$ cat src/rtl/pps_pkg.sv
package pps_pkg;
    localparam int NS_W   = 32;
    localparam int FRAC_W = 32;
    localparam int TFX_W  = NS_W + FRAC_W;

    typedef struct packed {
        logic [TFX_W-1:0] thr;
        logic             level;
        logic             hold;
        logic             out;
        logic [NS_W-1:0]  prev_ns;
    } pps_state_t;
endpackage

$ cat src/rtl/pps_thr_adv.sv
module pps_thr_adv
    import pps_pkg::*;
#(
    parameter logic [NS_W-1:0] ROLL_NS = 32'd1_000_000_000
) (
    input  logic [TFX_W-1:0] thr_cur,
    input  logic [TFX_W-1:0] incr,
    output logic [TFX_W-1:0] thr_nxt,
    output logic             wrapped
);
    localparam logic [TFX_W:0] ROLL_FX = {1'b0, ROLL_NS, {FRAC_W{1'b0}}};

    logic [TFX_W:0] sum_raw;
    logic [TFX_W:0] sum_sub;

    always_comb begin
        sum_raw = {1'b0, thr_cur} + {1'b0, incr};
        sum_sub = sum_raw - ROLL_FX;
        wrapped = (sum_raw >= ROLL_FX);
        thr_nxt = wrapped ? sum_sub[TFX_W-1:0] : sum_raw[TFX_W-1:0];
    end
endmodule

$ cat src/rtl/pps_fire_ctl.sv
module pps_fire_ctl
    import pps_pkg::*;
(
    input  logic            en,
    input  logic            hold,
    input  logic [NS_W-1:0] now_ns,
    input  logic [NS_W-1:0] prev_ns,
    input  logic [NS_W-1:0] thr_whole,
    output logic            time_wrapped,
    output logic            fire
);
    logic eligible;

    always_comb begin
        time_wrapped = (now_ns < prev_ns);
        eligible     = !hold || time_wrapped;
        fire         = en && eligible && (now_ns >= thr_whole);
    end
endmodule

$ cat src/rtl/pps_edge_gen.sv
module pps_edge_gen
    import pps_pkg::*;
#(
    parameter logic [NS_W-1:0] ROLL_NS = 32'd1_000_000_000
) (
    input  logic             clk,
    input  logic             rst_n,
    input  logic             cfg_en,
    input  logic             cfg_inv,
    input  logic             thr_wr,
    input  logic [TFX_W-1:0] thr_wdata,
    input  logic [TFX_W-1:0] hi_incr,
    input  logic [TFX_W-1:0] lo_incr,
    input  logic [NS_W-1:0]  now_ns,
    output logic             pps_out
);
    pps_state_t st_q, st_d;

    logic             fire;
    logic             time_wrapped;
    logic             adv_wrapped;
    logic [TFX_W-1:0] step_incr;
    logic [TFX_W-1:0] adv_thr;

    // the level after a toggle is the inverse of the current one
    assign step_incr = st_q.level ? lo_incr : hi_incr;

    pps_thr_adv #(.ROLL_NS(ROLL_NS)) adv_i (
        .thr_cur (st_q.thr),
        .incr    (step_incr),
        .thr_nxt (adv_thr),
        .wrapped (adv_wrapped)
    );

    pps_fire_ctl fire_i (
        .en           (cfg_en),
        .hold         (st_q.hold),
        .now_ns       (now_ns),
        .prev_ns      (st_q.prev_ns),
        .thr_whole    (st_q.thr[TFX_W-1:FRAC_W]),
        .time_wrapped (time_wrapped),
        .fire         (fire)
    );

    always_comb begin
        st_d         = st_q;
        st_d.prev_ns = now_ns;
        if (thr_wr) begin
            st_d.thr  = thr_wdata;
            st_d.hold = 1'b0;
        end else if (fire) begin
            st_d.level = !st_q.level;
            st_d.thr   = adv_thr;
            st_d.hold  = adv_wrapped;
        end else if (st_q.hold && time_wrapped) begin
            st_d.hold = 1'b0;
        end
        if (!cfg_en) begin
            st_d.level = 1'b0;
        end
        st_d.out = st_d.level ^ cfg_inv;
    end

    always_ff @(posedge clk or negedge rst_n) begin
        if (!rst_n) begin
            st_q <= '0;
        end else begin
            st_q <= st_d;
        end
    end

    assign pps_out = st_q.out;

    AST_DIS_INACTIVE: assert property (@(posedge clk) disable iff (!rst_n)
        !cfg_en |=> (pps_out == $past(cfg_inv)));
    AST_TOGGLE_NEEDS_REACH: assert property (@(posedge clk) disable iff (!rst_n)
        ((st_q.level != $past(st_q.level)) && $past(cfg_en))
        |-> ($past(now_ns) >= $past(st_q.thr[TFX_W-1:FRAC_W])));
    AST_HOLD_BLOCKS: assert property (@(posedge clk) disable iff (!rst_n)
        (st_q.hold && cfg_en && (now_ns >= st_q.prev_ns)) |=> $stable(st_q.level));
    AST_WRITE_LOADS: assert property (@(posedge clk) disable iff (!rst_n)
        thr_wr |=> (st_q.thr == $past(thr_wdata) && !st_q.hold));
    AST_WRITE_NO_EDGE: assert property (@(posedge clk) disable iff (!rst_n)
        (thr_wr && cfg_en) |=> $stable(st_q.level));
endmodule

$ cat config.mk
export PLATFORM = sky130hd
export DESIGN_NAME = pps_edge_gen
export DESIGN_NICKNAME = d
export VERILOG_FILES = /design/src/rtl/pps_pkg.sv /design/src/rtl/pps_thr_adv.sv /design/src/rtl/pps_fire_ctl.sv /design/src/rtl/pps_edge_gen.sv
export SDC_FILE = /design/constraint.sdc
export NUM_CORES = 1
export LEC_CHECK = 0
export ABC_AREA = 1
export BUFFER_PORTS_ARGS = -buffer_cell sky130_fd_sc_hd__buf_2
export CAP_MARGIN = 10
export CELL_PAD_IN_SITES_DETAIL_PLACEMENT = 0
export CELL_PAD_IN_SITES_GLOBAL_PLACEMENT = 1
export CORE_MARGIN = 2
export CORE_UTILIZATION = 41
export CTS_CLUSTER_DIAMETER = 120
export DETAILED_ROUTE_END_ITERATION = 10
export GPL_ROUTABILITY_DRIVEN = 0
export PLACE_DENSITY_LB_ADDON = 0.1
export SETUP_SLACK_MARGIN = 0.05
export SYNTH_ARGS = -nofsm -noshare
export SYNTH_HDL_FRONTEND = slang
export SYNTH_SLANG_ARGS = --single-unit
$ cat constraint.sdc
create_clock -name clk -period 6.8 [get_ports clk]
set_clock_uncertainty 0.2 [all_clocks]
set_input_delay 0.68 -clock clk [delete_from_list [all_inputs] [get_ports clk]]
set_output_delay 0.68 -clock clk [all_outputs]
set_load 0.01 [all_outputs]
==> After elaboration in Yosys (flattened, before gate mapping) <==
Index checks and enable logic that the tools add are counted.
W data, S select, Z words.
{ "word_totals": {"register_bits": 99, "inputBits": 229, "wordCells": 28, "output_inout_bits": 1} }
{ "classes": {"order_cmp": 3, "n_reduce_logical": 8, "mux": 9, "n_addsub": 2, "bitwise_logic": 1} }
{ "op_table": {"columns": ["operator", "count"], "rows": [
  ["$mux W64", 3],
  ["$add A64 B64 Y65", 1],
  ["$ge A65 B62 Y1 const B", 1],
  ["$mux W65", 1],
  ["$sub A64 B62 Y64 const B", 1],
  ["$ge A32 B32 Y1", 1],
  ["$lt A32 B32 Y1", 1],
  ["$mux W1", 5],
  ["$logic_and A1 B1 Y1", 3],
  ["$reduce_bool A3 Y1", 1],
  ["$logic_not A1 Y1", 2],
  ["$reduce_bool A2 Y1", 1],
  ["$logic_or A1 B1 Y1", 1],
  ["$xor A1 B1 Y1", 1]
]} }

==> Depth between registers and ports, before layout <==
Gate-level depths: netlist of run 1.
{ "logic_depth": {"ltp_word": 8, "depth_mapped": 32, "ltp_nobuf": 30} }

==> Cells and area by module <==
A second synthesis of run 1 with hierarchy kept.
{ "unflattened": {"cells_unflattened": 2349, "area_unflattened_um2": 13396.6} }
{ "by_module_without_submodules": {"columns": ["mod", "seq_area_each_um2", "cells_per_inst", "n_inst", "area_each_um2"], "rows": [
  ["pps_thr_adv", 0.0, 1483, 1, 7174.4],
  ["pps_edge_gen", 2477.4, 598, 1, 4554.4],
  ["pps_fire_ctl", 0.0, 268, 1, 1667.8]
]} }

==> Worst setup path after synthesis of run 1 <==
No wires, ideal clock.
{ "synth_path": {"path_type": "register to register", "start": "register st_q[34] in the netlist's numbering", "end": "register st_q[76] in the netlist's numbering", "path_slack_ps": 3113, "arrival_time_ps": 3362, "setup_time_ps": 125, "required_ps": 6475, "period_less_slack_ps": 3687, "n_path_buf": 3, "stages_incl_launch_ff": 30, "path_cell_list": "dfrtp_1 inv_1 clkbuf_1 clkbuf_1 nand2_1 nand2_1 ha_1 nand2_1 nor2_2 inv_2 nor2_1 inv_1 nor2_1 nand3_1 nand3_1 nand2_1 nand2_1 inv_1 ha_1 inv_1 nand2_1 nand3_1 nand2_1 nor2_4 nor2_8 nand2_8 buf_6 nand2_1 nand3_1 nand3_1"} }
{ "synth_via": {"elab_chain_cells": 6, "elab_cells_between_ends": 7, "classes_between": "add/sub: 2; order compare: 1; mux: 4"} }
{ "synth_lines": {"columns": ["element", "line", "rtl"], "rows": [
  ["start, declared", "pps_edge_gen.sv:17", "pps_state_t st_q, st_d;"],
  ["start signal, assigned", "pps_edge_gen.sv:68", "st_q <= st_d;"],
  ["$mux W64 (*)", "pps_edge_gen.sv:26", "assign step_incr = st_q.level ? lo_incr : hi_incr;"],
  ["$add A64 B64 Y65 (*)", "pps_thr_adv.sv:17", "sum_raw = {1'b0, thr_cur} + {1'b0, incr};"],
  ["$sub A64 B62 Y64 / $ge A65 B62 Y1 (equally long branches)", "pps_thr_adv.sv:18, pps_thr_adv.sv:19", null],
  ["$mux W64 (*)", "pps_thr_adv.sv:20", "thr_nxt = wrapped ? sum_sub[TFX_W-1:0] : sum_raw[TFX_W-1:0];"],
  ["$mux W65 (*)", "pps_edge_gen.sv:51", "end else if (fire) begin"],
  ["$mux W64 (*)", "pps_edge_gen.sv:48", "if (thr_wr) begin"]
]} }
Every way passes the cells marked *; elsewhere a longest branch is shown, timed or not. The select of a mux whose other input is x is not followed.
A chain may end at the register's enable or synchronous reset.

==> Worst setup path in the final report of run 1 <==
{ "layout_path": {"start": "register st_q[34] in the netlist's numbering", "end": "register st_q[98] in the netlist's numbering"} }
Same word-level chain as after synthesis.

==> summary.txt, run 1 <==
initial antenna violation count - 0
Crit Path Max Fanout - 46
static leakage - 9.53 nW
CTS max path bufs - 2
Post-CTS Setup Inserts - 0
clock transition at the registers of the reported paths - 0.08 ns
cell count after synthesis - 2500
die footprint - 35000 um2
largest net degree at the start of global routing - 67
area used by multi-input combinational logic - 9390 um2
via density per instance - 4.98
post-synthesis sequential area ratio - 18.0%
Mapped Nets - 2858
CTS root buffer - clkbuf_16
Fmax achieved - 0.198 GHz
synth unique cells - 45
Synth Register Bits - 99
Slew Limit Fails - 0
status - completed
Max-Cap Viols - 0
Sink Count - 99
clock latency on the worst-skew pair - 0.38 ns
Fill cells - 3720
fraction of layout cells with a size suffix above 1 - 12.5%
Pre-antenna DRT Iters - 5
die span in y - 187 um
syn_area_per_cell - 5.50 um2
P&R area growth vs syn - 13.8%
Post-DRT Antenna Nets - 0
Worst Tran Pin Value - 0.925 ns
Top FF cell, synth - dfrtp_1
row cnt - 67
Post-synth ARST share - 100%
hold-fix buffers at CTS - 0
n_diodes - 0
Ys Warns - 0
most common cell after layout, fill and taps aside - nand2_1
FF/Latch Area - 2480 um2
CTS buffer count - 9
global-route wire length before repair - 80700 um
Worst Setup Path Type - register to register
GRT overflow - 0
detailed-route wire length - 51500 um
Final setup violation count - 0
DRC - 0
HPWL after DPL - 44200 um
I/O Pins - 230
Worst setup SP type - register
CP Capture Type - register
port bufs - 229
Worst EP required - 6.88 ns
Setup TNS - 0 ns
post-CTS sizing - 0
die width - 187 um
RSZ-0062 raised after global routing - no
Post-Synthesis Cell Area - 13800 um2
commonest cells after routing, fill and taps aside - nand2_1 (1166), inv_1 (439), buf_2 (228)
CP arrival - 5.12 ns
Final Hold Viols - 0
Core ar. - 33300 um2
vias - 15800
nets - 3068
Post-synth EDFFs - 0
H-tree depth - 3
vias in the first global route - 15000
period utilisation layout - 74.2%
post-route setup slack - 1.76 ns
TritonCTS clock tree - yes
DP Worst Slack - 1.84 ns
Min-Delay Path Class - input pin to asynchronous set/reset pin
All-Layer GR Usage - 29.6%
1st-iter DRT viols - 1176
Max IR drop VDD - 0.000189 V
Routed WL per cell - 16.3 um
minimum clock period - 5.04 ns
Initial Util - 41.3%
pwr dens - 387 nW/um2
Slew headroom - 38.2%
[final cells by class]
class                      instances  share of cell area [%]
timing repair buffer             235                    7.62
clock inverter                     6                   0.455
multi-input combinational       1904                    60.0
clock buffer                      10                    1.46
inverter                         461                    11.1
tap                              448                    3.58
sequential                        99                    15.8
[cell families (layout without fill, tap and decap cells)]
logic type,after synthesis,in the layout,synth area share (%)
adders and majority gates,129,129,11.8
and+or+nand+nor,1566,1566,47.1
xor gates and xnor gates,20,20,1.27
AOI/OAI and AO/OA,189,189,8.06
buffers and inverters,497,712,13.7
DFF,99,99,18.0
[critical path, stage by stage, from the launching register on]
cell and delay, ns:
dfrtp_2 0.41, inv_2 0.63, buf_4 0.39, nand2_1 0.08
nand2_1 0.07, ha_1 0.29, nand2_1 0.17, inv_1 0.05
nand2_1 0.06, nand2_1 0.12, inv_1 0.08, nand2_1 0.09
a21oi_1 0.32, nand2_1 0.20, nand2_1 0.22, nand3_1 0.12
nand2_2 0.17, nor2_1 0.07, a21oi_1 0.27, nand2_2 0.14
nor2_8 0.19, nand2_8 0.18, nand2_1 0.15, inv_1 0.08
nand2_1 0.08, nand2_1 0.05
[report_power, final]
part | leakage (nW) | internal, mW | switching, mW | total (mW)
Clock | 0.145 | 0.290 | 0.261 | 0.551
Combinational | 8.20 | 1.40 | 3.24 | 4.64
Sequential | 1.19 | 0.726 | 0.141 | 0.866
[through the flow]
step,utilization (%),power [mW],cell area [um2],hold WS [ns],std cells
6_report,47.0,6.05,15700,0.0597,3163
5_1_grt,47.0,6.67,15700,0.0901,3163
4_1_cts,47.0,5.97,15700,0.0631,3163
3_5_place_dp,46.1,5.40,15400,0.283,3147
3_3_place_gp,46.1,5.36,15400,0.275,3147
2_1_floorplan,-,4.08,13800,0.184,2500
[cells in the mapped netlist, types with 2 or more instances]
cell | count | area (um2)
clkbuf_1 | 27 | 101
inv_1 | 440 | 1650
nand2_2 | 21 | 131
nand3_1 | 119 | 596
nand4_1 | 22 | 138
o21a_1 | 3 | 22.5
nor3_1 | 14 | 70.1
ha_1 | 128 | 1600
nor2_1 | 138 | 518
a211oi_1 | 2 | 15.0
o221ai_1 | 10 | 87.6
dfrtp_1 | 99 | 2480
buf_1 | 5 | 18.8
clkinv_1 | 6 | 22.5
a21oi_1 | 93 | 465
nand2_1 | 1166 | 4380
nand3_2 | 5 | 50.1
nand3b_1 | 19 | 143
and2_1 | 2 | 12.5
a22oi_1 | 3 | 22.5
o211ai_1 | 32 | 240
and3_1 | 6 | 37.5
o21bai_1 | 7 | 52.6
o31ai_1 | 2 | 15.0
nor3_2 | 2 | 20.0
inv_2 | 15 | 56.3
xor2_1 | 6 | 52.6
nor2_2 | 35 | 219
xnor2_1 | 14 | 123
buf_6 | 3 | 33.8
nor4_1 | 7 | 43.8
o21ai_0 | 34 | 170
nor2_4 | 3 | 33.8
[metal layers]
layer  share of wire, %  track usage, %  up-vias  wire (um)
li1                   -               -     8097          -
met2                 40            44.1      520      20700
met3                7.6            4.99       69       3920
met5                  0               0        -          0
met1                 49            43.2     7075      25400
met4                2.9            9.95        0       1520
[worst paths after layout]
path,from,to,slack [ns],cells past startpoint
setup / recovery,st_q[34],st_q[98],1.76,25
hold / removal,rst_n,st_q[40],0.06,1
setup reg to reg,st_q[34],st_q[98],1.76,25
hold reg to reg,st_q[37],st_q[37],0.30,2
max in group asynchronous,rst_n,st_q[34],5.05,2
min in group clk,now_ns[26],st_q[26],0.24,1
[registers in the layout, indices dropped and copies added, names as in the netlist]
signal and count:
pps_out 1, st_q 98
No activity file was read; power rests on OpenSTA's default activity.
==> inputs of run 2 (changes only) <==
Settings changed: ABC_AREA 1 to 0, CORE_UTILIZATION 41 to 38.
Clock period 6.8 ns to 4.3 ns, I/O delays scaled along.
==> run 2 against run 1 <==
Net effect:
- the run now ends with negative setup slack left
- largest power group unchanged
- wire length fell by 5.5%
- sequential share of layout area is 2.1 points lower
- synthesized cell count decreased by 40%
- largest cell class unchanged
- critical endpoint is now st_q[83]
==> summary.txt, run 2 <==
final instance area - 18000 um2 (was 15700 um2)
row cnt - 64 (was 67)
CTS max path bufs - 2 (unchanged)
H-tree depth - 3 (unchanged)
Crit Path Max Fanout - 7 (was 46)
Max IR drop VDD - 0.000283 V (was 0.000189 V)
P&R area growth vs syn - 51.2% (was 13.8%)
Routed WL per cell - 19.2 um (was 16.3 um)
Synth Register Bits - 99 (unchanged)
synth unique cells - 94 (was 45)
clock transition at the registers of the reported paths - 0.08 ns (about the same)
Min-Delay Path Class - input pin to register (was input pin to asynchronous set/reset pin)
post-route setup slack - -0.926 ns (was 1.76 ns)
fraction of layout cells with a size suffix above 1 - 42.5% (was 12.5%)
HPWL after DPL - 39800 um (was 44200 um)
Fmax achieved - 0.191 GHz (was 0.198 GHz)
port bufs - 229 (unchanged)
global-route wire length before repair - 75500 um (was 80700 um)
Final setup violation count - 24 (was 0)
Ys Warns - 0 (unchanged)
Fill cells - 2883 (was 3720)
area used by multi-input combinational logic - 9510 um2 (was 9390 um2)
Worst Tran Pin Value - 0.742 ns (was 0.925 ns)
failing checks - negative setup slack
die span in y - 181 um (was 187 um)
Worst Setup Path Type - register to register (unchanged)
via density per instance - 5.58 (was 4.98)
RSZ-0062 raised after global routing - yes (was no)
static leakage - 8.66 nW (was 9.53 nW)
Post-synth ARST share - 100% (unchanged)
Worst setup SP type - register (unchanged)
Slew Limit Fails - 0 (unchanged)
DRC - 0 (unchanged)
CP Capture Type - register (unchanged)
worst r2r dst - st_q[83] (was st_q[98])
R2R cell count - 21 (was 25)
CTS root buffer - clkbuf_16 (unchanged)
Final Core Density - 58.6% (was 47.0%)
Synth top area share - 20.8% (was 31.8%)
largest net degree at the start of global routing - 72 (was 67)
Post-synth top cells - nand2_1 (164), ha_1 (128), o21ai_0 (117), a21oi_1 (111), dfrtp_1 (99) (was nand2_1 (1166), inv_1 (440), nor2_1 (138), ha_1 (128), nand3_1 (119))
Final Hold Viols - 0 (unchanged)
Largest register FFs - 98 (unchanged)
vias in the first global route - 14300 (was 15000)
period utilisation layout - 122% (was 74.2%)
Post-DP Area - 16800 um2 (was 15400 um2)
pwr dens - 641 nW/um2 (was 387 nW/um2)
Pre-antenna DRT Iters - 6 (was 5)
Slew headroom - 50.5% (was 38.2%)
Post-Synthesis Cell Area - 11900 um2 (was 13800 um2)
post-synthesis sequential area ratio - 20.8% (was 18.0%)
GRT overflow - 0 (unchanged)
Mapped Nets - 1853 (was 2858)
CP arrival - 5.29 ns (was 5.12 ns)
Post-DRT Antenna Nets - 0 (unchanged)
I/O Pins - 230 (unchanged)
syn_area_per_cell - 7.97 um2 (was 5.50 um2)
1st-iter DRT viols - 840 (was 1176)
Setup crit start - st_q[34] (unchanged)
Worst R2R Start - st_q[34] (unchanged)
minimum clock period - 5.23 ns (was 5.04 ns)
HP Start - now_ns[9]
All-Layer GR Usage - 29.3% (was 29.6%)
commonest cells after routing, fill and taps aside - buf_4 (444), buf_2 (227), nand2_1 (162) (was nand2_1 (1166), inv_1 (439), buf_2 (228))
clock latency on the worst-skew pair - 0.37 ns (was 0.38 ns)
die width - 181 um (was 187 um)
top cells by area, synth - dfrtp_1 (21%), ha_1 (13%), mux2_2 (6.7%), nand2_1 (5.2%), o21ai_0 (4.9%) (was nand2_1 (32%), dfrtp_1 (18%), inv_1 (12%), ha_1 (12%), nand3_1 (4.3%))
most common cell after layout, fill and taps aside - buf_4 (was nand2_1)
TritonCTS clock tree - yes (unchanged)
top-count cell post-synth - nand2_1 (unchanged)
die footprint - 32800 um2 (was 35000 um2)
Post-synth EDFFs - 0 (unchanged)
R2R setup slack - -0.93 ns (was 1.76 ns)
Initial Util - 38.8% (was 41.3%)
nets - 2489 (was 3068)
Worst EP required - 4.36 ns (was 6.88 ns)
cell count after synthesis - 1495 (was 2500)
Max-Cap Viols - 0 (unchanged)
worst hold path depth - 1
status - complete, but fails checks (was completed)
Yosys top cell by area - dfrtp_1 (was nand2_1)
FF/Latch Area - 2480 um2 (unchanged)
n_diodes - 0 (unchanged)
vias - 14100 (was 15800)
Biggest register - st_q (unchanged)
Top FF cell, synth - dfrtp_1 (unchanged)
CTS buffer count - 9 (unchanged)
Core ar. - 30700 um2 (was 33300 um2)
initial antenna violation count - 0 (unchanged)
Hold Path End - st_q[9]
Sink Count - 99 (unchanged)
detailed-route wire length - 48700 um (was 51500 um)
## run 2: cell types whose count changed after synthesis, sizes merged, moves of 23 or more
cell / change
nand4: +25
mux2i: +23
or3: +24
mux2: +71
nand2: -1024
nand3: -90
o21ai: +91
nor2: -88
a21o: +56
clkbuf: +38
inv: -375
## run 2: worst max-delay path by stage
stage                     endpoint  slack [ns]  cells past startpoint
after floorplan           st_q[77]       -0.53                     20
after global placement    st_q[92]       -0.95                     17
after detailed placement  st_q[92]       -1.01                     17
after CTS                 st_q[77]       -0.84                     19
after global routing      st_q[88]       -1.10                     21
final                     st_q[83]       -0.93                     21
## run 2: repair_timing
item,4_1_cts,5_1_grt
hold endpoints to repair,48,0
endpoints found under the setup margin,24,25
setup buffers,23,6
pin swaps,44,11
hold buffers,4,0
cloned,3,0
gates resized for setup,101,22
## run 2: per-layer routing
layer  GRT usage [%]  wire [um]  up-vias  share of wire, %
met4            12.5       2230        0               4.6
met2            52.1      23500      508                48
met5               0          0        -                 0
met1            35.1      20500     6619                42
li1                -          -     6889                 -
met3            4.09       2420      117               5.0
## run 2: logic make-up (layout without fill, tap and decap cells)
| kind of cell | Yosys count | in the layout | synth area share, % |
|---|---|---|---|
| mux | 94 | 94 | 8.64 |
| compound gates | 491 | 491 | 28.1 |
| xor+xnor | 44 | 44 | 3.39 |
| flops | 99 | 99 | 20.8 |
| simple gates | 481 | 481 | 20.2 |
| buf+inv | 157 | 798 | 5.23 |
| fa+ha+maj | 129 | 129 | 13.6 |
## run 2: through the flow
step / setup slack [ns] / total power, mW / instances / hold WS [ns] / setup TNS [ns]
detailed placement: -1.01 / 9.80 / 2482 / 0.283 / -21.21
CTS: -0.839 / 11.3 / 2527 / 0.00146 / -18.22
finish: -0.926 / 11.5 / 2532 / 0.00973 / -19.99
floorplan: -0.527 / 5.62 / 1495 / -0.0656 / -7.66
global placement: -0.949 / 9.72 / 2482 / 0.281 / -20.30
global route: -1.10 / 12.3 / 2532 / 0.00581 / -24.26
## run 2: layout make-up
cell class,count,share of cell area (%)
repair buffers,701,27.4
inverters,81,1.69
clock inverters,6,0.320
multi-input cells,1239,52.8
clock buffers,10,1.27
well taps,396,2.75
flip-flops and latches,99,13.8
## run 2: power by group
group	switching [mW]	total [mW]	internal [mW]
sequential	0.204	1.33	1.13
clock	0.440	0.846	0.406
combinational	4.67	9.37	4.69
total	5.32	11.5	6.23
## run 2: critical path: stages, from the launching register on
cell and delay, ns:
dfrtp_2 0.45, buf_12 0.13, buf_12 0.11, buf_16 0.13
mux2_2 0.33, ha_1 0.35, nand4_1 0.19, or2_2 0.36
o21ai_2 0.38, and2_4 0.27, o211ai_1 0.13, buf_4 0.18
a21oi_1 0.23, nor3_1 0.10, xor2_1 0.18, buf_4 0.18
nor4_4 0.38, o21ai_4 0.17, buf_6 0.18, a211oi_2 0.21
a21oi_1 0.06, o211a_1 0.20
==> inputs of run 3 (changes only) <==
Settings changed: GPL_TIMING_DRIVEN from default to 0, HOLD_SLACK_MARGIN from default to 0.03.
Clock period 4.3 ns to 4.6 ns, I/O delays scaled along.
==> run 3 against run 2 <==
Net effect:
- highest routed layer unchanged
- the flow still finishes with violations (negative setup slack)
- wire length is 2.2% lower
- final cell count is 13% lower
- critical endpoint is now st_q[92]
- global-route usage is 0.90 points lower
- utilization is 6.6 points lower
- first-iteration DRC count is 16% higher
==> summary.txt, run 3 (synthesis results as in run 2) <==
status - complete, but fails checks (unchanged)
failing checks - negative setup slack (unchanged)
vias in the first global route - 12400 (was 14300)
static leakage - 7.07 nW (was 8.66 nW)
1st-iter DRT viols - 974 (was 840)
Initial Util - 38.8% (unchanged)
Worst R2R Start - st_q[34] (unchanged)
critical path, cell by cell - clkbuf_16 > mux2_4 > ha_4 > fa_2 > a21o_1 > a221oi_4 > buf_6 > o41a_4 > a21oi_4 > o211ai_1 > nor4b_4 > o32ai_4 > or4_4 > nor4_4 > o21ai_4 > a2111oi_4 > xor2_1 > o21ai_1 (was buf_12 > buf_12 > buf_16 > mux2_2 > ha_1 > nand4_1 > or2_2 > o21ai_2 > and2_4 > o211ai_1 > buf_4 > a21oi_1 > nor3_1 > xor2_1 > buf_4 > nor4_4 > o21ai_4 > buf_6 > a211oi_2 > a21oi_1 > o211a_1)
Worst Tran Pin Value - 1.02 ns (was 0.742 ns)
Final Hold Viols - 0 (unchanged)
TritonCTS clock tree - yes (unchanged)
R2R setup slack - -0.78 ns (was -0.93 ns)
DRC - 0 (unchanged)
Final setup violation count - 24 (unchanged)
n_diodes - 0 (unchanged)
CP endpoint - st_q[92] (was st_q[83])
Post-DRT Antenna Nets - 0 (unchanged)
Min-Delay Path Class - input pin to register (unchanged)
nets - 2162 (was 2489)
R2R cell count - 18 (was 21)
die footprint - 32800 um2 (unchanged)
DP Worst Slack - -1.68 ns (was -1.01 ns)
clock latency on the worst-skew pair - 0.37 ns (about the same)
vias - 13100 (was 14100)
Slew headroom - 32.3% (was 50.5%)
CP arrival - 5.42 ns (was 5.29 ns)
Setup crit start - st_q[34] (unchanged)
Crit Path Max Fanout - 8 (was 7)
clock transition at the registers of the reported paths - 0.09 ns (was 0.08 ns)
Worst setup SP type - register (unchanged)
fraction of layout cells with a size suffix above 1 - 35.6% (was 42.5%)
Sink Count - 99 (unchanged)
pwr dens - 582 nW/um2 (was 641 nW/um2)
Worst Setup Path Type - register to register (unchanged)
Placed Cells - 2121 (was 2482)
GRT overflow - 0 (unchanged)
worst r2r dst - st_q[92] (was st_q[83])
CTS max path bufs - 2 (unchanged)
crit-path max cell delay - 0.51 ns (was 0.45 ns)
detailed-route wire length - 47600 um (was 48700 um)
Core ar. - 30700 um2 (unchanged)
RSZ-0062 raised after global routing - yes (unchanged)
Largest register FFs - 98 (unchanged)
die span in y - 181 um (unchanged)
period utilisation layout - 117% (was 122%)
row cnt - 64 (unchanged)
most common cell after layout, fill and taps aside - buf_2 (was buf_4)
Max-Cap Viols - 0 (unchanged)
final non-filler cell total - 2205 (was 2532)
global-route wire length before repair - 72100 um (was 75500 um)
Routed WL per cell - 21.6 um (was 19.2 um)
largest net degree at the start of global routing - 66 (was 72)
I/O Pins - 230 (unchanged)
Crit path depth - 18 (was 21)
Post-DP Area - 13900 um2 (was 16800 um2)
commonest cells after routing, fill and taps aside - buf_2 (230), nand2_1 (157), dfrtp_1 (99) (was buf_4 (444), buf_2 (227), nand2_1 (162))
P&R area growth vs syn - 34.1% (was 51.2%)
All-Layer GR Usage - 28.3% (was 29.3%)
crit path max-delay cell type - or4_4 (was dfrtp_2)
Max IR drop VDD - 0.000287 V (was 0.000283 V)
final instance area - 16000 um2 (was 18000 um2)
Biggest register - st_q (unchanged)
Pre-antenna DRT Iters - 5 (was 6)
HPWL after DPL - 37900 um (was 39800 um)
Fmax achieved - 0.186 GHz (was 0.191 GHz)
port bufs - 229 (unchanged)
post-route setup slack - -0.776 ns (was -0.926 ns)
crit path buf inv count - 2 (was 6)
Final Total Pwr - 9.30 mW (was 11.5 mW)
die width - 181 um (unchanged)
initial antenna violation count - 0 (unchanged)
Hold WS - 0.0383 ns (was 0.00973 ns)
Crit path max-delay family - compound AO/OA/AOI/OAI gates (unchanged)
via density per instance - 5.95 (was 5.58)
Slew Limit Fails - 0 (unchanged)
CP Capture Type - register (unchanged)
minimum clock period - 5.38 ns (was 5.23 ns)
Worst EP required - 4.64 ns (was 4.36 ns)
H-tree depth - 3 (unchanged)
CTS buffer count - 9 (unchanged)
CTS root buffer - clkbuf_16 (unchanged)
==> run 3: cell types whose count changed in the layout (fill, tap and decap cells not counted), sizes merged <==
cell / previous run / this run
buf: 696 / 318
clkbuf: 10 / 54
dlygate4sd3: 4 / 11
clkinv: 2 / 4
clkinvlp: 2 / 0
bufbuf: 1 / 0
inv: 83 / 84
==> run 3: worst reg2reg max path, delay by kind of cell, from the launching register on <==
kind	cells	cell delay, ns
fa+ha+maj	2	0.51
simple gates	3	1.24
compound gates	9	1.98
mux	1	0.33
xor+xnor	1	0.22
flops	1	0.41
buf+inv	2	0.38
==> run 3: area by class of cell <==
class	instances	area (um2)
buffer	58	439
clock buffer	9	225
clock inverter	7	78.8
fill	3030	14800
inverter	81	304
multi-input combinational	1239	10000
sequential	99	2480
tap	396	495
timing repair buffer	316	1910
==> run 3: timing repair <==
item | CTS | global route
buffers inserted | 45 | 28
hold endpoints to repair | 39 | 5
gates cloned | 1 | 1
endpoints found under the setup margin | 26 | 42
hold buffers | 6 | 5
pin swaps | 45 | 45
gates resized for setup | 131 | 160
==> run 3: stage by stage <==
step	utilization, %	TNS, ns
floorplan	-	-1.25
global placement	45.0	-35.19
detailed placement	45.1	-36.13
CTS	49.1	-13.96
global route	52.0	-19.58
finish	52.0	-15.69
==> run 3: metal layers <==
metal	GRT usage [%]	up-vias	share of wire, %
li1	-	6237	-
met2	47.4	599	46
met5	0	-	0
met3	3.29	115	6.3
met4	12.0	0	4.9
met1	37.0	6166	43
==> run 3: power by group <==
group	switching, mW	internal, mW
registers	0.188	1.05
logic	4.24	3.00
clock network	0.422	0.389
total	4.85	4.44
==> run 3: worst min path at each step <==
stage | to | start | slack [ns] | depth (start not counted)
floorplan | pps_out | rst_n | -0.04 | 0
global placement | st_q[57] | st_q[57] | 0.36 | 2
detailed placement | st_q[27] | rst_n | 0.27 | 1
CTS | st_q[22] | now_ns[22] | 0.03 | 1
global route | st_q[16] | now_ns[16] | 0.03 | 1
finish | st_q[14] | now_ns[14] | 0.04 | 1
